[config.mk]
export PLATFORM = sky130hd
export DESIGN_NAME = ring_xfer_net
export DESIGN_NICKNAME = d
export VERILOG_FILES = /design/src/rtl/ring_pkg.sv /design/src/rtl/ring_fifo.sv /design/src/rtl/ring_vp_cursor.sv /design/src/rtl/ring_xfer_net.sv
export SDC_FILE = /design/constraint.sdc
export NUM_CORES = 1
export LEC_CHECK = 0
export CAP_MARGIN = 20
export CORE_UTILIZATION = 45
export DETAILED_ROUTE_END_ITERATION = 8
export DONT_BUFFER_PORTS = 1
export HOLD_SLACK_MARGIN = 0.1
export SETUP_SLACK_MARGIN = 0.05
export SLEW_MARGIN = 40
export SYNTH_ARGS = -nofsm -noshare
export SYNTH_HDL_FRONTEND = slang
export SYNTH_SLANG_ARGS = --single-unit
[constraint.sdc]
create_clock -name clk_i -period 8.1 [get_ports clk_i]
set_input_delay 1.215 -clock clk_i [delete_from_list [all_inputs] [get_ports clk_i]]
set_output_delay 1.215 -clock clk_i [all_outputs]
set_load 0.01 [all_outputs]
[src/rtl/ring_pkg.sv]
package ring_pkg;

    localparam int RING_LANES_DEF = 4;
    localparam int RING_WORD_W    = 32;
    localparam int RING_MAX_VP    = 128;
    localparam int RING_LINK_DEP  = 2;
    localparam int RING_BQ_DEP    = 4;

    // where a lane's pending send is steered
    typedef enum logic [1:0] {
        RT_NONE  = 2'd0,
        RT_LINK  = 2'd1,
        RT_QUEUE = 2'd2
    } route_e;

    // which ring edge a cursor reports
    typedef enum logic {
        CUR_SEND = 1'b0,
        CUR_RECV = 1'b1
    } cursor_role_e;

    function automatic int nbr_lane(input int lane, input int lanes);
        return (lane + 1) % lanes;
    endfunction

endpackage

[src/rtl/ring_fifo.sv]
module ring_fifo #(
    parameter int DW    = 32,
    parameter int DEPTH = 2
) (
    input  logic          clk_i,
    input  logic          rst_i,
    input  logic          push_i,
    input  logic [DW-1:0] wdata_i,
    input  logic          pop_i,
    output logic [DW-1:0] rdata_o,
    output logic          full_o,
    output logic          empty_o
);
    localparam int PW = (DEPTH > 1) ? $clog2(DEPTH) : 1;
    localparam int CW = $clog2(DEPTH + 1);

    logic [DW-1:0] mem [DEPTH];
    logic [PW-1:0] wr_ptr, rd_ptr;
    logic [CW-1:0] count;

    function automatic logic [PW-1:0] bump(input logic [PW-1:0] p);
        return (p == PW'(DEPTH - 1)) ? '0 : p + PW'(1);
    endfunction

    assign full_o  = (count == CW'(DEPTH));
    assign empty_o = (count == '0);
    assign rdata_o = mem[rd_ptr];

    always_ff @(posedge clk_i) begin
        if (rst_i) begin
            wr_ptr <= '0;
            rd_ptr <= '0;
            count  <= '0;
        end else begin
            if (push_i) begin
                wr_ptr <= bump(wr_ptr);
            end
            if (pop_i) begin
                rd_ptr <= bump(rd_ptr);
            end
            case ({push_i, pop_i})
                2'b10:   count <= count + CW'(1);
                2'b01:   count <= count - CW'(1);
                default: count <= count;
            endcase
        end
    end

    always_ff @(posedge clk_i) begin
        if (push_i) begin
            mem[wr_ptr] <= wdata_i;
        end
    end

    AST_NO_OVERFLOW: assert property (@(posedge clk_i) disable iff (rst_i)
        !(push_i && full_o));
    AST_NO_UNDERFLOW: assert property (@(posedge clk_i) disable iff (rst_i)
        !(pop_i && empty_o));

endmodule

[src/rtl/ring_vp_cursor.sv]
module ring_vp_cursor
    import ring_pkg::*;
#(
    parameter int           LANES = 4,
    parameter int           LANE  = 0,
    parameter int           IDX_W = 7,
    parameter cursor_role_e ROLE  = CUR_SEND
) (
    input  logic         clk_i,
    input  logic         rst_i,
    input  logic         adv_i,
    input  logic [IDX_W:0] vl_i,
    output logic         active_o,
    output logic         edge_o
);
    localparam int VW = IDX_W + 1;

    logic [IDX_W-1:0] idx;
    logic [VW:0]      nxt;

    assign nxt      = {2'b00, idx} + (VW + 1)'(LANES);
    assign active_o = ({1'b0, idx} < vl_i);

    generate
        if (ROLE == CUR_SEND) begin : g_last
            assign edge_o = ({1'b0, idx} == (vl_i - VW'(1)));
        end else begin : g_first
            assign edge_o = (idx == '0);
        end
    endgenerate

    always_ff @(posedge clk_i) begin
        if (rst_i) begin
            idx <= IDX_W'(LANE);
        end else if (adv_i) begin
            if (nxt >= {1'b0, vl_i}) begin
                idx <= IDX_W'(LANE);
            end else begin
                idx <= nxt[IDX_W-1:0];
            end
        end
    end

    AST_CURSOR_LIVE: assert property (@(posedge clk_i) disable iff (rst_i)
        adv_i |-> active_o);

endmodule

[src/rtl/ring_xfer_net.sv]
module ring_xfer_net
    import ring_pkg::*;
#(
    parameter int LANES     = RING_LANES_DEF,
    parameter int DW        = RING_WORD_W,
    parameter int MAX_VP    = RING_MAX_VP,
    parameter int LINK_DEP  = RING_LINK_DEP,
    parameter int BQ_DEP    = RING_BQ_DEP
) (
    input  logic                          clk_i,
    input  logic                          rst_i,
    input  logic [$clog2(MAX_VP):0]       vl_i,
    input  logic [LANES-1:0]              tx_valid_i,
    output logic [LANES-1:0]              tx_ready_o,
    input  logic [LANES-1:0][DW-1:0]      tx_data_i,
    output logic [LANES-1:0]              rx_valid_o,
    input  logic [LANES-1:0]              rx_ready_i,
    output logic [LANES-1:0][DW-1:0]      rx_data_o,
    input  logic                          ctl_push_i,
    input  logic [DW-1:0]                 ctl_push_data_i,
    output logic                          ctl_push_ok_o,
    input  logic                          ctl_pop_i,
    output logic                          ctl_pop_ok_o,
    output logic [DW-1:0]                 ctl_pop_data_o,
    output logic                          push_err_o,
    output logic                          pop_err_o
);
    localparam int IDX_W = $clog2(MAX_VP);

    // per-lane state
    logic [LANES-1:0]          tx_act, tx_last, tx_fire;
    logic [LANES-1:0]          rx_act, rx_first, rx_fire;
    route_e                    tx_route [LANES];
    logic [LANES-1:0]          link_push, link_pop, link_full, link_empty;
    logic [LANES-1:0][DW-1:0]  link_q;
    logic [LANES-1:0]          to_bq, from_bq;

    // boundary queue
    logic          bq_push, bq_pop, bq_full, bq_empty, lane_wr;
    logic [DW-1:0] bq_wdata, bq_q, lane_word;

    generate
        for (genvar L = 0; L < LANES; L++) begin : g_lane
            localparam int NXT = nbr_lane(L, LANES);
            localparam int PRV = (L + LANES - 1) % LANES;

            ring_vp_cursor #(
                .LANES(LANES), .LANE(L), .IDX_W(IDX_W), .ROLE(CUR_SEND)
            ) i_tx_cur (
                .clk_i(clk_i), .rst_i(rst_i), .adv_i(tx_fire[L]),
                .vl_i(vl_i), .active_o(tx_act[L]), .edge_o(tx_last[L])
            );

            ring_vp_cursor #(
                .LANES(LANES), .LANE(L), .IDX_W(IDX_W), .ROLE(CUR_RECV)
            ) i_rx_cur (
                .clk_i(clk_i), .rst_i(rst_i), .adv_i(rx_fire[L]),
                .vl_i(vl_i), .active_o(rx_act[L]), .edge_o(rx_first[L])
            );

            ring_fifo #(.DW(DW), .DEPTH(LINK_DEP)) i_link (
                .clk_i(clk_i), .rst_i(rst_i),
                .push_i(link_push[L]), .wdata_i(tx_data_i[L]),
                .pop_i(link_pop[L]), .rdata_o(link_q[L]),
                .full_o(link_full[L]), .empty_o(link_empty[L])
            );

            // send side steering
            always_comb begin
                if (!tx_act[L])      tx_route[L] = RT_NONE;
                else if (tx_last[L]) tx_route[L] = RT_QUEUE;
                else                 tx_route[L] = RT_LINK;
            end

            always_comb begin
                case (tx_route[L])
                    RT_LINK:  tx_ready_o[L] = !link_full[L];
                    RT_QUEUE: tx_ready_o[L] = !bq_full;
                    default:  tx_ready_o[L] = 1'b0;
                endcase
            end

            assign tx_fire[L]   = tx_valid_i[L] && tx_ready_o[L];
            assign link_push[L] = tx_fire[L] && (tx_route[L] == RT_LINK);
            assign to_bq[L]     = tx_fire[L] && (tx_route[L] == RT_QUEUE);

            // receive side: first VP reads the boundary queue, others the link behind
            assign rx_valid_o[L] = rx_act[L] &&
                                   (rx_first[L] ? (!bq_empty && !ctl_pop_i)
                                                : !link_empty[PRV]);
            assign rx_data_o[L]  = rx_first[L] ? bq_q : link_q[PRV];
            assign rx_fire[L]    = rx_valid_o[L] && rx_ready_i[L];
            assign from_bq[L]    = rx_fire[L] && rx_first[L];

            // this lane's link is drained by the neighbour it feeds
            assign link_pop[L]   = rx_fire[NXT] && !rx_first[NXT];

            AST_IDLE_LANE_QUIET: assert property (@(posedge clk_i) disable iff (rst_i)
                (vl_i <= ($clog2(MAX_VP)+1)'(L)) |-> (!tx_ready_o[L] && !rx_valid_o[L]));
        end
    endgenerate

    // at most one lane holds the last VP; pick its word
    always_comb begin
        lane_word = '0;
        for (int l = 0; l < LANES; l++) begin
            if (to_bq[l]) lane_word = tx_data_i[l];
        end
    end

    assign lane_wr        = |to_bq;
    assign ctl_push_ok_o  = ctl_push_i && !bq_full && !lane_wr;
    assign bq_push        = lane_wr || ctl_push_ok_o;
    assign bq_wdata       = lane_wr ? lane_word : ctl_push_data_i;
    assign ctl_pop_ok_o   = ctl_pop_i && !bq_empty;
    assign bq_pop         = ctl_pop_ok_o || (|from_bq);
    assign ctl_pop_data_o = bq_q;

    ring_fifo #(.DW(DW), .DEPTH(BQ_DEP)) i_bq (
        .clk_i(clk_i), .rst_i(rst_i),
        .push_i(bq_push), .wdata_i(bq_wdata),
        .pop_i(bq_pop), .rdata_o(bq_q),
        .full_o(bq_full), .empty_o(bq_empty)
    );

    always_ff @(posedge clk_i) begin
        if (rst_i) begin
            push_err_o <= 1'b0;
            pop_err_o  <= 1'b0;
        end else begin
            push_err_o <= ctl_push_i && !ctl_push_ok_o;
            pop_err_o  <= ctl_pop_i && !ctl_pop_ok_o;
        end
    end

    AST_PUSH_REFUSED_FLAG: assert property (@(posedge clk_i) disable iff (rst_i)
        (ctl_push_i && !ctl_push_ok_o) |=> push_err_o);
    AST_POP_REFUSED_FLAG: assert property (@(posedge clk_i) disable iff (rst_i)
        (ctl_pop_i && !ctl_pop_ok_o) |=> pop_err_o);
    AST_VP0_YIELDS: assert property (@(posedge clk_i) disable iff (rst_i)
        (ctl_pop_i && rx_first[0]) |-> !rx_valid_o[0]);
    AST_ONE_QUEUE_WRITER: assert property (@(posedge clk_i) disable iff (rst_i)
        $countones(to_bq) <= 1);

endmodule

==> reports/metrics.yaml, run 1 <==
critical_path:
  required_ns: 6.88
  cp-end-kind: "output pin"
  crit_top_cell: "nor2_1"
  r2r_start: "g_lane[1].i_tx_cur.idx[2]"
  cp.arrival_ns: 4.47
  ff2ff_setup_slack_ns: 4.11
  startpoint_type: "primary input"
  cpLargestDelayFamily: "simple AND/OR/NAND/NOR gates"
  path_max_fanout: 14
  critPathBufInv: 1
  crit_chain: "inv_1, ha_1, or4b_1, nor2_1, xnor2_1, mux2i_1, nor4_2, or4_1, nor2_1"
  r2r.worst_path.cells: 17
  slowest_stage: "or4_1"
  reg2reg_to: "i_bq.count[2]"
  cpPeakStageDelay_ns: 0.68
  crit_type: "primary input to output pin"
finish:
  num-nets-final: 2211
  stdcell_count: 2620
  area_growth_pct: 10.4
  ff_latch_area_um2: 13100
  layout_common_cells: "edfxtp_1 (384), nand2_1 (256), o21ai_0 (164)"
  multi_input_area_um2: 9390
  final_common_cell: "edfxtp_1"
  num-fill-cells: 4334
  drive_gt1_share_pct: 9.35
clocking:
  clk_pin_slew_worst_paths_ns: 0.06
  cts_sinks: 461
  clockBufferDepth: 3
  root_buffer: "clkbuf_16"
  cts_resized: 0
  htreeDepth: 2
  clkLatencyLatePin_ns: 0.61
  cts_made_buffers: 49
  cts_hold_buf: 0
  post-cts-setup-buffers: 0
  tritoncts: "yes"
global_routing:
  overflow: 0
  grt_max_degree: 69
  grt_pass1_vias: 15500
  track_usage_pct: 26.7
  grt_first_pass_wirelength_mm: 103
  antenna_found_initial: 1
floorplan:
  row_count: 82
  core-area_um2: 50300
  ios: 352
  chipHeight_um: 228
  die_area_um2: 52000
  fp.dieW_um: 228
  initial_core_util_pct: 45.7
timing:
  tns_ns: 0
  fin_skew_ns: 0.0293
  setup_viol_count_final: 0
  fmax_ghz: 0.176
  hold_viol_final: 0
  rsz0062_at_grt: "no"
  finalCriticalPeriod_ns: 5.68
  maxSlewHeadroom_pct: 42.1
  tightest_slew_ns: 0.868
  maxSlewViolCount: 0
  period_share_pct: 70.2
synth:
  synth_ff_type: "edfxtp_1"
  syn_area_per_cell_um2: 11.9
  netlist_instances: 1937
  synth_fp_nets: 2240
  yosysSeqAreaShare_pct: 56.9
  synth-edff-count: 384
  ys_async_sr_fraction_pct: 0
  yosysWarnings: 0
  synth_area_um2: 23000
  synth_seq_cells: 461
  ys_types: 78
worst_hold_path:
  min_path_type: "flip-flop to flip-flop"
  min-delay-start: "i_bq.rd_ptr[1]"
  whs_path_depth: 2
route:
  drc_errors: 0
  vias_per_cell: 6.01
  dr.pass1.iters: 6
  ant_nets: 0
  wl_mm: 70.4
  drt-initial-drc-count: 1145
  avgRoutedWirePerCell_um: 26.9
  vias: 15700
run:
  drv_cap: 0
placed_design:
  place_hpwl_mm: 47.3
  place.port_buffers: 0
  gp_congestion: 0.940
  placed_cells: 2528
power_and_ir_drop:
  vdd_ir_drop_max_v: 0.000192
  p_per_area_nw_per_um2: 293
  cellLeakagePower_nw: 8.72
status:
  status: "finished clean"
-- power by group --
| group | internal, W | switching, W |
|---|---|---|
| registers | 0.00295 | 0.000176 |
| clock network | 0.00134 | 0.000953 |
| logic | 0.000587 | 0.00141 |
| total | 0.00488 | 0.00254 |
-- worst reg2reg max path: cells and delay by family, from the launching register on --
kind            cells  cell delay, ns
simple gates        6            1.32
fa+ha+maj           3            0.85
buf+inv             4            0.57
compound gates      3            0.54
flops               1            0.49
xor+xnor            1            0.16
-- final cells by class --
class | instances | area share (%)
flip-flops and latches | 461 | 51.5
diodes | 1 | 0.00986
clock inverters | 22 | 1.01
repair buffers | 27 | 0.833
multi-input cells | 1317 | 37.0
inverters | 52 | 0.769
well taps | 672 | 3.31
clock buffers | 68 | 5.52
-- synthesized netlist by cell type (5+ instances only) --
library cell / n / area share, %
a211oi_1: 6 / 0.20
nor3_1: 30 / 0.65
o21ai_0: 165 / 3.6
nand3_1: 88 / 1.9
or3_1: 10 / 0.27
nor2b_1: 12 / 0.33
a31oi_1: 7 / 0.19
inv_1: 51 / 0.83
nor2_1: 118 / 1.9
nand3b_1: 6 / 0.20
mux4_2: 32 / 3.1
o211ai_1: 14 / 0.46
nand4_1: 8 / 0.22
buf_1: 12 / 0.20
and2_0: 5 / 0.14
nand2b_1: 14 / 0.38
a21o_1: 11 / 0.36
nand2_1: 256 / 4.2
a21oi_1: 67 / 1.5
and3_1: 7 / 0.19
o21a_1: 5 / 0.16
ha_1: 121 / 6.6
clkbuf_1: 85 / 1.4
a22oi_1: 20 / 0.65
a311o_1: 32 / 1.4
xor2_1: 18 / 0.69
and2_1: 9 / 0.24
mux2i_1: 130 / 5.7
dfxtp_1: 77 / 6.7
nor4_1: 8 / 0.22
a31o_2: 5 / 0.19
buf_2: 6 / 0.13
edfxtp_1: 384 / 50
xnor2_1: 42 / 1.6
-- how the worst max path moves through the flow --
stage,start,to,slack (ns),cells after the start
6_report,vl_i[1],ctl_push_ok_o,2.42,9
5_1_grt,vl_i[1],ctl_push_ok_o,2.20,9
4_1_cts,vl_i[1],ctl_push_ok_o,2.44,9
3_5_place_dp,vl_i[1],i_bq.count[2],2.33,17
3_3_place_gp,vl_i[1],ctl_push_ok_o,2.19,9
2_1_floorplan,vl_i[5],g_lane[3].i_link.mem[0][0],3.11,9
-- stage by stage --
step / power (W) / instance area (um^2) / utilization (%) / worst slack, ns / hold WS, ns
finish: 0.00743 / 25400 / 50.5 / 2.42 / 0.453
global route: 0.00773 / 25400 / 50.5 / 2.20 / 0.487
CTS: 0.00748 / 25400 / 50.4 / 2.44 / 0.449
detailed placement: 0.00519 / 23700 / 47.1 / 2.33 / 0.463
global placement: 0.00515 / 23700 / 47.1 / 2.19 / 0.462
floorplan: 0.00450 / 23000 / - / 3.11 / 0.434
-- logic make-up after synthesis --
logic type	Yosys count	share of synthesized area (%)
simple gates	595	11.8
flops	461	56.9
compound gates	372	10.3
mux	164	8.89
buf+inv	159	2.76
fa+ha+maj	123	6.76
xor+xnor	63	2.58
-- registers in the layout, summed over array words and instances (netlist names), 2 cells and up, named ones only --
signal	count
g_lane.i_link.count	8
g_lane.i_link.mem	256
g_lane.i_link.rd_ptr	4
g_lane.i_link.wr_ptr	4
g_lane.i_rx_cur.idx	23
g_lane.i_tx_cur.idx	23
i_bq.count	3
i_bq.mem	128
i_bq.rd_ptr	2
i_bq.wr_ptr	2
-- metal layers --
layer	up-vias	share of wire, %	wire length, um	global-route usage (%)
met5	-	0	0	0
met4	0	3.3	2310	9.61
met3	111	8.3	5830	6.70
met2	688	48	33700	44.1
met1	7785	41	28600	33.9
li1	7157	-	-	-
Power figures use the tool's default switching activity.
==> run 2, diff against run 1 <==
- clock period: 8.1 -> 5.3 ns (I/O delays scaled with it)
==> reports/metrics.yaml, run 2 (same netlist as run 1, synthesis figures left out) <==
placed_design:
  pre_cts_slack_ns: 0.563
  place.port_buffers: 0
  placed_cells: 2546
  gp_congestion: 0.952
  place_hpwl_mm: 48.5
timing:
  fin_skew_ns: 0.0171
  setup_viol_count_final: 0
  maxSlewViolCount: 0
  finalWorstSetupSlack_ns: 0.696
  tns_ns: 0
  tightest_slew_ns: 0.862
  period_share_pct: 86.9
  fmax_ghz: 0.217
  finalCriticalPeriod_ns: 4.60
  rsz0062_at_grt: "no"
  whs_ns: 0.270
  maxSlewHeadroom_pct: 41.9
  hold_viol_final: 0
floorplan:
  ios: 352
  initial_core_util_pct: 45.7
  row_count: 82
  fp.dieW_um: 228
  core-area_um2: 50300
  chipHeight_um: 228
  die_area_um2: 52000
clocking:
  cts_hold_buf: 0
  cts_resized: 0
  clkLatencyLatePin_ns: 0.59
  root_buffer: "clkbuf_16"
  htreeDepth: 2
  tritoncts: "yes"
  clk_pin_slew_worst_paths_ns: 0.07
  post-cts-setup-buffers: 0
  cts_sinks: 461
  cts_made_buffers: 48
  clockBufferDepth: 3
route:
  drc_errors: 0
  dr.pass1.iters: 5
  wl_mm: 71.3
  vias_per_cell: 6.03
  vias: 15900
  avgRoutedWirePerCell_um: 27.1
  drt-initial-drc-count: 1394
  ant_nets: 0
finish:
  drive_gt1_share_pct: 9.39
  stdcell_count: 2633
  area_growth_pct: 10.6
  final_common_cell: "edfxtp_1"
  layout_common_cells: "edfxtp_1 (384), nand2_1 (256), o21ai_0 (164)"
  largest_reg_flops: 256
  top_regs: "g_lane.i_link.mem: 256 flops, i_bq.mem: 128 flops"
  num-nets-final: 2227
  top_register: "g_lane.i_link.mem"
critical_path:
  ff2ff_setup_slack_ns: 1.31
  cpPeakStageDelay_ns: 0.69
  cp-end-kind: "output pin"
  cp.arrival_ns: 3.81
  crit_type: "primary input to output pin"
  reg2reg_to: "i_bq.count[2]"
  worstSetupStartpoint: "vl_i[1]"
  required_ns: 4.51
  crit_chain: "inv_1, ha_1, or4b_1, nor2_1, xnor2_1, mux2i_1, nor4_2, or4_1, nor2_1"
  path_max_fanout: 10
  r2r.worst_path.cells: 14
  startpoint_type: "primary input"
  crit_top_cell: "nor2_1"
  r2r_start: "g_lane[2].i_rx_cur.idx[6]"
  slowest_stage: "or4_1"
run:
  drv_cap: 0
global_routing:
  grt_pass1_vias: 15300
  antenna_found_initial: 2
  track_usage_pct: 27.0
  grt_max_degree: 69
  overflow: 0
  grt_first_pass_wirelength_mm: 103
power_and_ir_drop:
  switchingPower_w: 0.00386
  p_per_area_nw_per_um2: 437
  switching_share_pct: 34.7
  power_frac_seq_pct: 43.8
  p_clk_share_pct: 29.1
  cellLeakagePower_nw: 8.74
  combPwrFrac_pct: 27.1
  p_total_w: 0.0111
  vdd_ir_drop_max_v: 0.000287
  internal-power_w: 0.00726
worst_hold_path:
  whs_path_depth: 1
  whs_endpoint: "g_lane[1].i_tx_cur.idx[3]"
  min-delay-start: "rst_i"
  min_path_type: "primary input to flip-flop"
status:
  status: "finished clean"
run 2: worst max-delay path, delay by kind of cell:
kind                       cells  cell delay (ns)
and+or+nand+nor                5             1.82
adders and majority gates      1             0.40
muxes                          1             0.37
buffers and inverters          1             0.26
xor gates and xnor gates       1             0.16
run 2: how the worst max path moves through the flow:
stage | end | slack, ns | cells past startpoint
4_1_cts | ctl_push_ok_o | 0.69 | 9
2_1_floorplan | g_lane[3].i_link.mem[0][0] | 0.73 | 9
6_report | ctl_push_ok_o | 0.70 | 9
3_3_place_gp | i_bq.count[2] | 0.64 | 16
5_1_grt | ctl_push_ok_o | 0.54 | 9
3_5_place_dp | i_bq.count[2] | 0.56 | 16
run 2: per-layer routing:
metal  global-route usage (%)  wire length [um]
met5                        0                 0
met4                     10.8              2690
met3                     7.30              6560
met2                     42.8             32900
met1                     35.0             29200
run 2: power by group through the flow:
stage	Clock, W	Sequential (W)	Combinational [W]
2_1_floorplan	0	0.00473	0.00214
3_3_place_gp	0	0.00492	0.00299
3_5_place_dp	0	0.00495	0.00302
4_1_cts	0.00328	0.00487	0.00303
5_1_grt	0.00341	0.00492	0.00325
6_report	0.00323	0.00487	0.00302
run 2: cell type report:
class	instances	area, um^2
Sequential cell	461	13100
Antenna cell	2	5.00
Multi-Input combinational cell	1317	9380
Timing Repair Buffer	44	430
Clock inverter	21	183
Inverter	52	195
Tap cell	672	841
Fill cell	4401	24900
Clock buffer	64	1290
run 2: metrics by stage:
stage          instance area [um^2]  util [%]
2_1_floorplan                 23000         -
3_3_place_gp                  23900      47.6
3_5_place_dp                  23900      47.6
4_1_cts                       25400      50.5
5_1_grt                       25400      50.6
6_report                      25400      50.6
==> run 3, diff against run 2 <==
==> constraint.sdc (replaced) <==
create_clock -name clk_i -period 5.3 [get_ports clk_i]
set_input_delay 0.795 -clock clk_i [delete_from_list [all_inputs] [get_ports clk_i]]
set_output_delay 0.795 -clock clk_i [all_outputs]
set_load 0.1 [all_outputs]
==> reports/metrics.yaml, run 3 (same netlist as run 1, synthesis figures left out) <==
timing:
  setup_viol_count_final: 0
  maxSlewViolCount: 0
  rsz0062_at_grt: "no"
  hold_viol_final: 0
  tns_ns: 0
  finalCriticalPeriod_ns: 4.48
  fin_skew_ns: 0.0477
  period_share_pct: 84.5
  fmax_ghz: 0.223
  maxSlewHeadroom_pct: 40.6
  tightest_slew_ns: 0.890
status:
  status: "finished clean"
critical_path:
  cpPeakStageDelay_ns: 0.61
  r2r.worst_path.cells: 16
  ff2ff_setup_slack_ns: 1.64
  slowest_stage: "nor3b_1"
  reg2reg_to: "i_bq.count[2]"
  cp-end-kind: "output pin"
  cpLargestDelayFamily: "simple AND/OR/NAND/NOR gates"
  crit_type: "primary input to output pin"
  startpoint_type: "primary input"
  crit_top_cell: "buf_4"
  required_ns: 4.51
  critPathBufInv: 3
  crit_chain: "inv_1, ha_1, buf_4, nor3b_1, nor2_1, o211ai_1, nor4_2, and4_1, or4_1, nor2_2, buf_4"
  path_max_fanout: 13
  cp.arrival_ns: 3.68
  r2r_start: "g_lane[1].i_tx_cur.idx[2]"
clocking:
  root_buffer: "clkbuf_16"
  post-cts-setup-buffers: 0
  clk_pin_slew_worst_paths_ns: 0.06
  cts_made_buffers: 49
  cts_sinks: 461
  tritoncts: "yes"
  cts_hold_buf: 0
  cts_resized: 0
  htreeDepth: 2
  clockBufferDepth: 3
  clkLatencyLatePin_ns: 0.61
route:
  avgRoutedWirePerCell_um: 26.8
  ant_nets: 0
  vias: 16100
  drt-initial-drc-count: 1248
  wl_mm: 71.2
  dr.pass1.iters: 8
  vias_per_cell: 6.07
  drc_errors: 0
run:
  drv_cap: 0
finish:
  fin_util_pct: 54.3
  final_common_cell: "edfxtp_1"
  drive_gt1_share_pct: 17.8
  design_area_um2: 27300
  area_growth_pct: 18.8
  layout_common_cells: "edfxtp_1 (384), nand2_1 (256), mux2i_1 (130)"
  num-fill-cells: 4154
  largest_reg_flops: 256
  num-nets-final: 2245
  top_regs: "g_lane.i_link.mem: 256 flops, i_bq.mem: 128 flops"
  top_register: "g_lane.i_link.mem"
global_routing:
  grt_max_degree: 69
  overflow: 0
  grt_pass1_vias: 16000
  antenna_found_initial: 1
  grt_first_pass_wirelength_mm: 104
  track_usage_pct: 26.8
placed_design:
  post_dp_cell_area_um2: 25500
  place.port_buffers: 0
  gp_congestion: 0.876
  place_hpwl_mm: 48.4
worst_hold_path:
  whs_endpoint: "g_lane[3].i_link.mem[1][9]"
  min-delay-start: "tx_data_i[105]"
  whs_path_depth: 0
  min_path_type: "primary input to flip-flop"
floorplan:
  die_area_um2: 52000
  chipHeight_um: 228
  row_count: 82
  core-area_um2: 50300
  initial_core_util_pct: 45.7
  ios: 352
  fp.dieW_um: 228
power_and_ir_drop:
  cellLeakagePower_nw: 9.33
  p_total_w: 0.0164
  vdd_ir_drop_max_v: 0.000500
  p_per_area_nw_per_um2: 599
==> run 3: layer usage <==
metal / track usage, % / part of all wire, % / vias to the layer above
li1: - / - / 7239
met1: 33.6 / 40 / 8096
met2: 44.9 / 48 / 666
met3: 6.90 / 8.4 / 121
met4: 9.23 / 3.2 / 0
met5: 0 / 0 / -
==> run 3: through the flow <==
step                setup WS (ns)  cells  hold slack (ns)
finish                      0.822   2656            0.271
CTS                         0.926   2654            0.229
global placement            0.863   2562            0.460
detailed placement          0.766   2562            0.462
global route                0.709   2655            0.241
floorplan                   0.199   1937            0.434
==> run 3: final cells by class <==
type / count / area (um^2) / area share (%)
clock buffer: 59 / 1330 / 4.87
timing repair buffer: 61 / 588 / 2.15
inverter: 52 / 195 / 0.715
clock inverter: 33 / 398 / 1.46
multi-input combinational: 1317 / 10900 / 39.8
sequential: 461 / 13100 / 47.9
antenna: 1 / 2.50 / 0.00917
tap: 672 / 841 / 3.08
==> run 3: worst max-delay path by stage <==
stage / startpoint / endpoint / slack (ns) / cells after the start
detailed placement: vl_i[0] / i_bq.mem[2][28] / 0.77 / 12
global placement: vl_i[4] / i_bq.mem[2][30] / 0.86 / 12
floorplan: vl_i[1] / ctl_push_ok_o / 0.20 / 9
global route: vl_i[0] / ctl_push_ok_o / 0.71 / 11
finish: vl_i[0] / ctl_push_ok_o / 0.82 / 11
CTS: vl_i[4] / ctl_push_ok_o / 0.93 / 10
==> run 3: where the power goes <==
part / internal (W) / switching, W / leakage [nW] / total (W)
logic: 0.00135 / 0.00645 / 4.28 / 0.00779
registers: 0.00451 / 0.000392 / 4.20 / 0.00491
clock network: 0.00219 / 0.00148 / 0.843 / 0.00367
